===== config.mk =====
export PLATFORM = sky130hd
export DESIGN_NAME = sibScanNet
export DESIGN_NICKNAME = d
export VERILOG_FILES = /design/src/rtl/sibNetPkg.sv /design/src/rtl/scanCtrl.sv /design/src/rtl/sibCell.sv /design/src/rtl/instrTdr.sv /design/src/rtl/scanDatapath.sv /design/src/rtl/sibScanNet.sv
export SDC_FILE = /design/constraint.sdc
export NUM_CORES = 1
export LEC_CHECK = 0
export ABC_AREA = 1
export BUFFER_PORTS_ARGS = -buffer_cell sky130_fd_sc_hd__buf_2
export CORE_MARGIN = 8
export CORE_UTILIZATION = 49
export CTS_BUF_LIST = sky130_fd_sc_hd__clkbuf_4
export DETAILED_ROUTE_END_ITERATION = 10
export GPL_ROUTABILITY_DRIVEN = 0
export PLACE_DENSITY = 0.74
export SKIP_LAST_GASP = 1
export SLEW_MARGIN = 40
export SYNTH_ARGS = -nofsm -noshare
export SYNTH_HDL_FRONTEND = slang
export SYNTH_HIERARCHICAL = 1
export SYNTH_SLANG_ARGS = --single-unit

===== constraint.sdc =====
create_clock -name tck -period 1.2 [get_ports tck]
set_clock_uncertainty 0.05 [all_clocks]
set_input_delay 0.18 -clock tck [delete_from_list [all_inputs] [get_ports tck]]
set_output_delay 0.18 -clock tck [all_outputs]
set_load 0.1 [all_outputs]

===== src/rtl/sibNetPkg.sv =====
package sibNetPkg;
  // Gated gateway strobes delivered from control to the datapath.
  typedef struct packed {
    logic capture;
    logic shift;
    logic update;
  } scanStrobeT;
endpackage


===== src/rtl/scanCtrl.sv =====
module scanCtrl
  import sibNetPkg::*;
#(
  parameter int NUM_SIB = 3
) (
  input  logic               sel,
  input  logic               captureEn,
  input  logic               shiftEn,
  input  logic               updateEn,
  input  logic [NUM_SIB-1:0] sibOpen,
  output scanStrobeT         gwStb,
  output scanStrobeT         segStb [NUM_SIB]
);
  // Capture has priority over shift on the same edge.
  always_comb begin
    gwStb.capture = sel & captureEn;
    gwStb.shift   = sel & shiftEn & ~captureEn;
    gwStb.update  = sel & updateEn;
  end

  // A hosted segment only sees strobes while its cell is open.
  for (genvar i = 0; i < NUM_SIB; i++) begin : g_seg
    always_comb begin
      segStb[i].capture = gwStb.capture & sibOpen[i];
      segStb[i].shift   = gwStb.shift   & sibOpen[i];
      segStb[i].update  = gwStb.update  & sibOpen[i];
    end
  end
endmodule


===== src/rtl/sibCell.sv =====
module sibCell
  import sibNetPkg::*;
(
  input  logic       tck,
  input  logic       rstN,
  input  scanStrobeT stb,
  input  logic       sibIn,
  input  logic       segRet,
  output logic       sibOut,
  output logic       open
);
  logic shiftBit;

  always_ff @(posedge tck or negedge rstN) begin
    if (!rstN)            shiftBit <= 1'b0;
    else if (stb.capture) shiftBit <= open;
    else if (stb.shift)   shiftBit <= open ? segRet : sibIn;
  end

  always_ff @(negedge tck or negedge rstN) begin
    if (!rstN)           open <= 1'b0;
    else if (stb.update) open <= shiftBit;
  end

  assign sibOut = shiftBit;
endmodule


===== src/rtl/instrTdr.sv =====
module instrTdr
  import sibNetPkg::*;
#(
  parameter int TDR_W = 2
) (
  input  logic             tck,
  input  logic             rstN,
  input  scanStrobeT       stb,
  input  logic             segIn,
  input  logic [TDR_W-1:0] statusIn,
  output logic             segOut,
  output logic [TDR_W-1:0] ctrlOut
);
  logic [TDR_W-1:0] shiftReg;

  // Serial data enters at the top bit and leaves from bit 0.
  always_ff @(posedge tck or negedge rstN) begin
    if (!rstN)            shiftReg <= '0;
    else if (stb.capture) shiftReg <= statusIn;
    else if (stb.shift)   shiftReg <= {segIn, shiftReg[TDR_W-1:1]};
  end

  always_ff @(negedge tck or negedge rstN) begin
    if (!rstN)           ctrlOut <= '0;
    else if (stb.update) ctrlOut <= shiftReg;
  end

  assign segOut = shiftReg[0];
endmodule


===== src/rtl/scanDatapath.sv =====
module scanDatapath
  import sibNetPkg::*;
#(
  parameter int NUM_SIB = 3,
  parameter int TDR_W   = 2,
  localparam int BUS_W  = NUM_SIB * TDR_W
) (
  input  logic               tck,
  input  logic               rstN,
  input  logic               si,
  input  scanStrobeT         gwStb,
  input  scanStrobeT         segStb [NUM_SIB],
  input  logic [BUS_W-1:0]   statusBus,
  output logic [BUS_W-1:0]   ctrlBus,
  output logic [NUM_SIB-1:0] sibOpen,
  output logic               so
);
  logic [NUM_SIB:0]   link;
  logic [NUM_SIB-1:0] segRet;

  assign link[0] = si;

  for (genvar i = 0; i < NUM_SIB; i++) begin : g_cell
    instrTdr #(.TDR_W(TDR_W)) uTdr (
      .tck      (tck),
      .rstN     (rstN),
      .stb      (segStb[i]),
      .segIn    (link[i]),
      .statusIn (statusBus[i*TDR_W +: TDR_W]),
      .segOut   (segRet[i]),
      .ctrlOut  (ctrlBus[i*TDR_W +: TDR_W])
    );
    sibCell uSib (
      .tck    (tck),
      .rstN   (rstN),
      .stb    (gwStb),
      .sibIn  (link[i]),
      .segRet (segRet[i]),
      .sibOut (link[i+1]),
      .open   (sibOpen[i])
    );
  end

  assign so = link[NUM_SIB];
endmodule


===== src/rtl/sibScanNet.sv =====
module sibScanNet
  import sibNetPkg::*;
#(
  parameter int NUM_SIB = 3
) (
  input  logic               tck,
  input  logic               rstN,
  input  logic               si,
  input  logic               sel,
  input  logic               captureEn,
  input  logic               shiftEn,
  input  logic               updateEn,
  output logic               so,
  input  logic [NUM_SIB-1:0] instDone,
  input  logic [NUM_SIB-1:0] instFail,
  output logic [NUM_SIB-1:0] instRun,
  output logic [NUM_SIB-1:0] instRst
);
  localparam int TDR_W = 2;
  localparam int BUS_W = NUM_SIB * TDR_W;

  scanStrobeT         gwStb;
  scanStrobeT         segStb [NUM_SIB];
  logic [NUM_SIB-1:0] sibOpen;
  logic [BUS_W-1:0]   statusBus;
  logic [BUS_W-1:0]   ctrlBus;

  for (genvar i = 0; i < NUM_SIB; i++) begin : g_map
    assign statusBus[i*TDR_W]     = instDone[i];
    assign statusBus[i*TDR_W + 1] = instFail[i];
    assign instRun[i]             = ctrlBus[i*TDR_W];
    assign instRst[i]             = ctrlBus[i*TDR_W + 1];
  end

  scanCtrl #(.NUM_SIB(NUM_SIB)) uCtrl (
    .sel       (sel),
    .captureEn (captureEn),
    .shiftEn   (shiftEn),
    .updateEn  (updateEn),
    .sibOpen   (sibOpen),
    .gwStb     (gwStb),
    .segStb    (segStb)
  );

  scanDatapath #(.NUM_SIB(NUM_SIB), .TDR_W(TDR_W)) uPath (
    .tck       (tck),
    .rstN      (rstN),
    .si        (si),
    .gwStb     (gwStb),
    .segStb    (segStb),
    .statusBus (statusBus),
    .ctrlBus   (ctrlBus),
    .sibOpen   (sibOpen),
    .so        (so)
  );
endmodule


==> results of run 1 <==
## where the power goes
part	switching, W	total [W]	internal [W]
logic	0.00142	0.00246	0.00104
clock network	0.000212	0.000364	0.000152
registers	0.000206	0.00107	0.000865
total	0.00183	0.00390	0.00206
## flip-flops by register name (all words and copies together), names as in the netlist
signal,count
uPath/g_cell.uSib/sibOut,3
uPath/g_cell.uSib/open,3
uPath/g_cell.uTdr/shiftReg,6
uPath/g_cell.uTdr/ctrlOut,6
## synthesized netlist by cell type, drive strengths merged
cell type | count | area share, %
dfrtn | 9 | 25
dfrtp | 9 | 25
inv | 25 | 11
nand2 | 44 | 19
nand3 | 16 | 9.5
nor2 | 12 | 5.9
o21ai | 9 | 5.0
## how the worst max path moves through the flow
stage | end | slack (ns) | cells past startpoint
after global placement | uPath/g_cell[1].uTdr/shiftReg[0]$_DFFE_PN0P_ | -0.36 | 5
after detailed placement | uPath/g_cell[2].uTdr/shiftReg[0]$_DFFE_PN0P_ | -0.44 | 5
final | instRun[1] | -0.60 | 1
after floorplan | instRst[0] | -0.59 | 0
after CTS | instRun[1] | -0.60 | 1
after global routing | instRst[1] | -0.62 | 1
## stage by stage
step | TNS, ns | hold WS [ns] | utilization, % | instances | total power [W]
after CTS | -8.12 | 0.0307 | 85.4 | 203 | 0.00357
after floorplan | -7.19 | -0.166 | - | 124 | 0.00211
after global placement | -6.68 | 0.0639 | 76.3 | 188 | 0.00296
final | -9.12 | 0.0502 | 92.7 | 212 | 0.00390
after global routing | -9.64 | 0.0471 | 92.7 | 212 | 0.00400
after detailed placement | -7.14 | 0.0653 | 76.3 | 188 | 0.00300
## layout make-up
class / count / area share (%)
Timing Repair Buffer: 59 / 32.8
Multi-Input combinational cell: 81 / 28.7
Sequential cell: 18 / 28.4
Inverter: 25 / 6.33
Tap cell: 25 / 1.95
Clock buffer: 4 / 1.88
## layer usage
metal	wire length, µm	global-route usage, %	up-vias
met1	1360	17.4	551
met3	212	5.00	16
met4	136	9.90	0
li1	-	-	499
met5	0	0	-
met2	2010	31.8	57
## cells in the final DEF, fill, tap and decap left out
cell / netlist / routed
nand3_1: 15 / 6
buf_2: 0 / 11
inv_4: 0 / 3
buf_4: 0 / 34
dfrtp_1: 9 / 8
dfrtn_1: 9 / 9
dfrtp_4: 0 / 1
clkbuf_4: 0 / 5
nor2_2: 3 / 5
nor2_4: 0 / 7
o21ai_1: 0 / 8
nand3_2: 1 / 10
buf_6: 0 / 5
nand2_1: 44 / 42
inv_2: 3 / 6
nand2_2: 0 / 2
buf_12: 0 / 7
inv_1: 22 / 16
dlygate4sd3_1: 0 / 1
o21ai_2: 0 / 1
## logic make-up after synthesis
| logic type | count (synthesis) | share of synthesized area (%) |
|---|---|---|
| AND/OR/NAND/NOR | 72 | 33.9 |
| buffers and inverters | 25 | 10.5 |
| flip-flops | 18 | 50.5 |
| AO/OA/AOI/OAI | 9 | 5.05 |
## what timing repair did
action,in CTS,in global routing
setup buffers,10,10
cloned,0,0
hold buffers,1,0
setup endpoints to repair,25,34
resized for setup,14,15
hold endpoints to repair,6,0
pin swaps,5,17
==> flow_summary.json, run 1 <==
{
  "cts-root-buf": "clkbuf_4",
  "required_ns": 0.97,
  "critPathMaxFanout": 2,
  "cts_inserted_buffers": 3,
  "cpPeakStageDelay_ns": 0.47,
  "n_antenna_cell": 0,
  "synth_cells": 124,
  "crit_chain": "buf_12",
  "initial_core_util_pct": 51.7,
  "whs_path_depth": 3,
  "criticalPathCategory": "reg2out",
  "r2r_cells": 5,
  "viasPerCell": 5.30,
  "crit_arrival_ns": 1.57,
  "failed_checks": "negative setup slack",
  "layout-drive-gt1-share_pct": 51.9,
  "grt_pass1_vias": 1004,
  "fin_nets": 201,
  "clock_latency_ns": 0.31,
  "setup_violations": 25,
  "rr_startpoint": "uPath/g_cell[1].uSib/open$_DFFE_NN0P_",
  "syn_nets": 137,
  "syn_avg_cell_area_um2": 7.19,
  "peakVddDrop_mv": 2.18,
  "dpl-instance-area_um2": 1320,
  "cp.buffers_inverters": 1,
  "dr.pass1.iters": 4,
  "antenna_found_initial": 0,
  "clock-sinks": 18,
  "rows": 15,
  "h-tree-depth": 1,
  "drt_iter0_markers": 69,
  "final_area_um2": 1600,
  "crit_family": "flip-flops",
  "n_fill_cell": 70,
  "holdPathEnd": "uPath/g_cell[0].uTdr/shiftReg[0]$_DFFE_PN0P_",
  "grt_pass1_wl_um": 4530,
  "avgRoutedWirePerCell_um": 17.5,
  "tightest_slew_ns": 0.368,
  "area_growth_pct": 79.4,
  "yosysWarnings": 6,
  "antenna_left": 0,
  "grt_max_degree": 17,
  "yosysSeqAreaShare_pct": 50.5,
  "hold_viol": 0,
  "drc": 0,
  "hp-class": "in2reg",
  "grt_use_total_pct": 17.5,
  "synth_seq_cells": 18,
  "die_h_um": 58.7,
  "cts_buffer_depth": 2,
  "dp_slack_ns": -0.438,
  "end_kind": "output pin",
  "cts_tree": "built",
  "synth_cell_type_count": 10,
  "overflow": 0,
  "maxCapViolCount": 0,
  "p_per_area_nw_per_um2": 2430,
  "die_w_um": 58.7,
  "clk_pin_slew_ns": 0.10,
  "routed_wl_um": 3720,
  "reg2reg_to": "uPath/g_cell[1].uTdr/shiftReg[0]$_DFFE_PN0P_",
  "ioPinCount": 20,
  "critPathLaunch": "uPath/g_cell[1].uTdr/ctrlOut[0]$_DFFE_NN0P_",
  "maxSlewViolCount": 0,
  "vias": 1123,
  "slew_headroom_pct": 75.4,
  "die_area_um2": 3440,
  "post-route-worst-setup-slack_ns": -0.596,
  "seqCellArea_um2": 454,
  "cp_slowest_cell": "dfrtn_1",
  "post_synth_instance_area_um2": 892,
  "core_area_um2": 1730,
  "rsz0062_at_grt": "true",
  "worstHoldStart": "instDone[0]",
  "status": "complete, but fails checks",
  "dp_hpwl_um": 1750,
  "worst_setup_path_start_kind": "register",
  "rrSetupSlack_ns": -0.57,
  "p_leak_nw": 0.811,
  "portBuffers": 19,
  "multi_input_area_um2": 459
}
(Power assumes the default switching activity.)
==> inputs of run 2 (changes only) <==
==> constraint.sdc (replaced) <==
create_clock -name tck -period 1.2 [get_ports tck]
set_clock_uncertainty 0.05 [all_clocks]
set_input_delay 0.24 -clock tck [delete_from_list [all_inputs] [get_ports tck]]
set_output_delay 0.24 -clock tck [all_outputs]
set_load 0.1 [all_outputs]
==> flow_summary.json, run 2 (same netlist as run 1, synthesis figures left out) <==
{
  "grt_use_total_pct": 18.3,
  "die_w_um": 58.7,
  "final_area_um2": 1650,
  "top_regs": "uPath/g_cell.uTdr/ctrlOut (6), uPath/g_cell.uTdr/shiftReg (6)",
  "p_sw_share_pct": 47.8,
  "setup_violations": 25,
  "grt_max_degree": 12,
  "grt_pass1_vias": 1120,
  "p_seq_share_pct": 27.1,
  "core_area_um2": 1730,
  "fin_nets": 202,
  "post-route-worst-setup-slack_ns": -0.695,
  "die_h_um": 58.7,
  "r2r_cells": 5,
  "drt_iter0_markers": 101,
  "vias": 1248,
  "rrSetupSlack_ns": -0.57,
  "cts_tree": "built",
  "hold_viol": 0,
  "final_cell_mix": "nand2_1, buf_4, inv_1",
  "maxSlewViolCount": 0,
  "cp.buffers_inverters": 1,
  "failed_checks": "negative setup slack",
  "overflow": 0,
  "ioPinCount": 20,
  "whs_path_depth": 3,
  "h-tree-depth": 1,
  "hp-class": "in2reg",
  "crit_arrival_ns": 1.61,
  "clk_pin_slew_ns": 0.11,
  "dp_slack_ns": -0.438,
  "grt_pass1_wl_um": 4860,
  "die_area_um2": 3440,
  "antenna_found_initial": 0,
  "rr_startpoint": "uPath/g_cell[2].uSib/open$_DFFE_NN0P_",
  "end_kind": "output pin",
  "status": "complete, but fails checks",
  "critPathMaxFanout": 2,
  "cp_slowest_cell": "dfrtn_1",
  "clock-sinks": 18,
  "portBuffers": 19,
  "cts_inserted_buffers": 3,
  "drc": 0,
  "n_fill_cell": 46,
  "maxCapViolCount": 0,
  "tightest_slew_ns": 0.384,
  "initial_core_util_pct": 51.7,
  "worstHoldStart": "instDone[1]",
  "dpl-instance-area_um2": 1320,
  "rsz0062_at_grt": "true",
  "required_ns": 0.91,
  "area_growth_pct": 85.0,
  "viasPerCell": 5.86,
  "antenna_left": 0,
  "cpPeakStageDelay_ns": 0.51,
  "p_leak_nw": 0.821,
  "dp_hpwl_um": 1650,
  "n_antenna_cell": 0,
  "worst_setup_path_start_kind": "register",
  "final_util_pct": 95.6,
  "placed_cells": 185,
  "criticalPathCategory": "reg2out",
  "crit_chain": "buf_12",
  "cts-root-buf": "clkbuf_4",
  "p_switching_w": 0.00195,
  "cts_buffer_depth": 2,
  "reg2reg_to": "uPath/g_cell[2].uTdr/shiftReg[1]$_DFFE_PN0P_",
  "mostFrequentLayoutCell": "nand2_1",
  "slew_headroom_pct": 74.3,
  "p_int_w": 0.00213,
  "peakVddDrop_mv": 2.03,
  "dr.pass1.iters": 5,
  "avgRoutedWirePerCell_um": 21.7,
  "p_per_area_nw_per_um2": 2470,
  "final_cells": 213,
  "routed_wl_um": 4620,
  "clock_latency_ns": 0.29,
  "holdPathEnd": "uPath/g_cell[1].uTdr/shiftReg[0]$_DFFE_PN0P_",
  "crit_family": "flip-flops",
  "power_frac_clock_pct": 8.3,
  "fin_hold_ws_ns": 0.143,
  "rows": 15,
  "power_frac_comb_pct": 64.7,
  "layout-drive-gt1-share_pct": 54.8
}
[run 2: layer usage]
layer | GRT usage, % | vias to the layer above | routed length, µm
met2 | 32.6 | 137 | 2170
met4 | 7.17 | 0 | 357
met1 | 20.8 | 560 | 1600
met3 | 3.70 | 49 | 500
li1 | - | 502 | -
met5 | 0 | - | 0
[run 2: cell type report]
class                      instances  area (µm²)  share of cell area [%]
timing repair buffer              60         532                    32.2
multi-input combinational         81         504                    30.6
sequential                        18         454                    27.5
inverter                          25        98.8                    5.99
tap                               25        31.3                    1.90
clock buffer                       4        30.0                    1.82
[run 2: worst max path at each step]
| stage | slack [ns] | end | cells past startpoint | startpoint |
|---|---|---|---|---|
| CTS | -0.64 | instRun[0] | 1 | uPath/g_cell[0].uTdr/ctrlOut[0]$_DFFE_NN0P_ |
| global placement | -0.38 | uPath/g_cell[0].uTdr/shiftReg[1]$_DFFE_PN0P_ | 5 | uPath/g_cell[0].uSib/open$_DFFE_NN0P_ |
| global route | -0.71 | instRun[1] | 1 | uPath/g_cell[1].uTdr/ctrlOut[0]$_DFFE_NN0P_ |
| floorplan | -0.65 | instRst[0] | 0 | uPath/g_cell[0].uTdr/ctrlOut[1]$_DFFE_NN0P_ |
| finish | -0.70 | instRun[1] | 1 | uPath/g_cell[1].uTdr/ctrlOut[0]$_DFFE_NN0P_ |
| detailed placement | -0.44 | uPath/g_cell[0].uTdr/shiftReg[0]$_DFFE_PN0P_ | 5 | uPath/g_cell[0].uSib/open$_DFFE_NN0P_ |
[run 2: power groups by stage]
stage | Combinational [W] | Sequential (W) | Clock (W)
floorplan | 0.000374 | 0.00176 | 0
global placement | 0.00189 | 0.00106 | 0
detailed placement | 0.00192 | 0.00108 | 0
CTS | 0.00224 | 0.00105 | 0.000342
global route | 0.00273 | 0.00111 | 0.000365
finish | 0.00264 | 0.00110 | 0.000337
[run 2: stage by stage]
stage	TNS, ns	power [W]
detailed placement	-7.95	0.00300
finish	-10.09	0.00408
floorplan	-7.64	0.00213
global placement	-7.41	0.00295
global route	-10.67	0.00421
CTS	-8.52	0.00363
[run 2: tightest hold or removal path, stage by stage]
cell and delay [ns]:
buf_2 0.09, nand2_1 0.06, nand3_2 0.07
[run 2: repair_timing]
item,4_1_cts,5_1_grt
endpoints found under the hold margin,5,0
gates resized for setup,14,19
endpoints found under the setup margin,25,25
pin swaps,12,13
buffers inserted,14,11
hold buffers,2,0
==> inputs of run 3 (changes only) <==
--- a/config.mk
+++ b/config.mk
@@ -5,7 +5,6 @@
 export SDC_FILE = /design/constraint.sdc
 export NUM_CORES = 1
 export LEC_CHECK = 0
-export ABC_AREA = 1
 export BUFFER_PORTS_ARGS = -buffer_cell sky130_fd_sc_hd__buf_2
 export CORE_MARGIN = 8
 export CORE_UTILIZATION = 49
==> flow_summary.json, run 3 <==
{
  "reg2reg_to": "uPath/g_cell[1].uTdr/shiftReg[0]$_DFFE_PN0P_",
  "crit_chain": "buf_12",
  "dp_hpwl_um": 1600,
  "tightest_slew_ns": 0.297,
  "die_area_um2": 3420,
  "antenna_found_initial": 0,
  "top_regs": "uPath/g_cell.uTdr/ctrlOut (6), uPath/g_cell.uTdr/shiftReg (6)",
  "dp_slack_ns": -0.572,
  "maxSlewViolCount": 0,
  "tns_ns": -10.99,
  "synth_top_area_share_pct": 25.5,
  "cts-root-buf": "clkbuf_4",
  "synth_top_family_by_area": "simple AND/OR/NAND/NOR gates",
  "grt_pass1_vias": 834,
  "clk_pin_slew_ns": 0.10,
  "clock-sinks": 18,
  "dr.pass1.iters": 2,
  "total_power_w": 0.00369,
  "rsz0062_at_grt": "true",
  "maxCapViolCount": 0,
  "r2r_cells": 3,
  "slew_headroom_pct": 80.2,
  "synth_seq_cells": 18,
  "grt_max_degree": 13,
  "failed_checks": "negative hold slack, negative setup slack",
  "synth-xor-area-share_pct": 0,
  "yosysSeqAreaShare_pct": 51.0,
  "critPathMaxFanout": 2,
  "async_flop_share_pct": 100,
  "synth-compound-area-share_pct": 8.92,
  "final_util_pct": 82.1,
  "p_leak_nw": 0.729,
  "syn_nets": 83,
  "synth_cell_type_count": 18,
  "setup_violations": 25,
  "synthAdderAreaFrac_pct": 0,
  "layout-drive-gt1-share_pct": 57.5,
  "cts_buffer_depth": 2,
  "hold_viol": 5,
  "final_cell_mix": "buf_4, buf_2, dfrtn_1",
  "synth-simple-area-share_pct": 20.5,
  "area_growth_pct": 58.6,
  "cts_inserted_buffers": 3,
  "grt_pass1_wl_um": 3680,
  "drt_iter0_markers": 7,
  "end_kind": "output pin",
  "avgRoutedWirePerCell_um": 15.5,
  "post_synth_instance_area_um2": 883,
  "yosysWarnings": 6,
  "clock_latency_ns": 0.29,
  "drc": 0,
  "routed_wl_um": 2250,
  "crit_arrival_ns": 1.55,
  "core_area_um2": 1710,
  "synth_area_leader_cell": "dfrtn_1",
  "overflow": 0,
  "initial_core_util_pct": 51.7,
  "crit_family": "flip-flops",
  "n_antenna_cell": 0,
  "criticalPathCategory": "reg2out",
  "portBuffers": 19,
  "antenna_left": 0,
  "cp.buffers_inverters": 1,
  "fin_hold_ws_ns": -0.00415,
  "h-tree-depth": 1,
  "rows": 15,
  "peakVddDrop_mv": 1.70,
  "die_w_um": 58.5,
  "yosys_most_used_dff": "dfrtp_1",
  "synthTopCellsByCount": "dfrtn_1, dfrtp_1",
  "synth.area.top_cells": "dfrtn_1, dfrtp_1, mux2_2, mux2i_1, and4bb_1",
  "fin_nets": 134,
  "path_depth": 1,
  "p_per_area_nw_per_um2": 2630,
  "multi_input_area_um2": 465,
  "status": "complete, but fails checks",
  "grt_use_total_pct": 13.9,
  "cpPeakStageDelay_ns": 0.47,
  "seqCellArea_um2": 452,
  "worst_setup_path_start_kind": "register",
  "cp_slowest_cell": "dfrtn_1",
  "rrSetupSlack_ns": -0.60,
  "die_h_um": 58.5,
  "hp-class": "in2async",
  "ioPinCount": 20,
  "cts_tree": "built",
  "viasPerCell": 5.27,
  "vias": 764,
  "synth_cells": 70,
  "synth_edf_count": 0,
  "n_fill_cell": 111,
  "mostFrequentLayoutCell": "buf_4",
  "rr_startpoint": "uPath/g_cell[1].uSib/open$_DFFE_NN0P_",
  "post_synth_mux_area_share_pct": 18.3,
  "post-route-worst-setup-slack_ns": -0.642,
  "syn_avg_cell_area_um2": 12.6,
  "required_ns": 0.91
}
==> run 3: cell count changes after synthesis, sizes merged, moves of 6 or more <==
cell   before  now
nand2      44    6
and3        0    6
nor2       12    0
inv        25    0
mux2i       0    6
mux2        0    9
nand3      16    0
==> run 3: through the flow <==
step	hold slack (ns)	std cells	instance area [µm²]
3_3_place_gp	0.0984	130	1250
3_5_place_dp	0.0992	130	1250
5_1_grt	0.0256	145	1400
4_1_cts	0.00617	142	1370
2_1_floorplan	-0.106	70	905
6_report	-0.00415	145	1400
==> run 3: layer usage <==
metal	part of all wire (%)	vias to the layer above	track usage, %	wire (µm)
met3	4.0	0	5.65	91
li1	-	364	-	-
met5	0	-	0	0
met1	41	388	15.0	930
met2	55	12	24.6	1230
met4	0	0	3.50	0
==> run 3: cell families after synthesis <==
family,Yosys count
AND/OR/NAND/NOR,24
flip-flops,18
multiplexers,15
AO/OA/AOI/OAI,12
buffers and inverters,1
==> run 3: power breakdown <==
group	leakage [nW]	internal, W	total [W]	switching [W]
combinational	0.475	0.00115	0.00227	0.00113
sequential	0.235	0.000879	0.00110	0.000216
clock	0.0184	0.000152	0.000321	0.000169
==> run 3: layout make-up <==
cell class	count	share of cell area (%)
multi-input combinational	51	33.2
sequential	18	32.2
timing repair buffer	47	30.2
tap	25	2.23
clock buffer	4	2.14
==> run 3: worst max path at each step <==
stage / start / endpoint
finish: uPath/g_cell[1].uTdr/ctrlOut[1]$_DFFE_NN0P_ / instRst[1]
global route: uPath/g_cell[1].uTdr/ctrlOut[0]$_DFFE_NN0P_ / instRun[1]
CTS: uPath/g_cell[1].uTdr/ctrlOut[1]$_DFFE_NN0P_ / instRst[1]
detailed placement: sel / uPath/g_cell[0].uTdr/ctrlOut[1]$_DFFE_NN0P_
global placement: sel / uPath/g_cell[0].uTdr/ctrlOut[0]$_DFFE_NN0P_
floorplan: uPath/g_cell[0].uTdr/ctrlOut[1]$_DFFE_NN0P_ / instRst[0]
==> run 3: what timing repair did <==
item	CTS	global route
setup endpoints to repair	25	25
endpoints found under the hold margin	4	0
buffers inserted	8	4
gates cloned	0	0
pin swaps	1	1
hold buffers	1	0
gates resized for setup	9	3
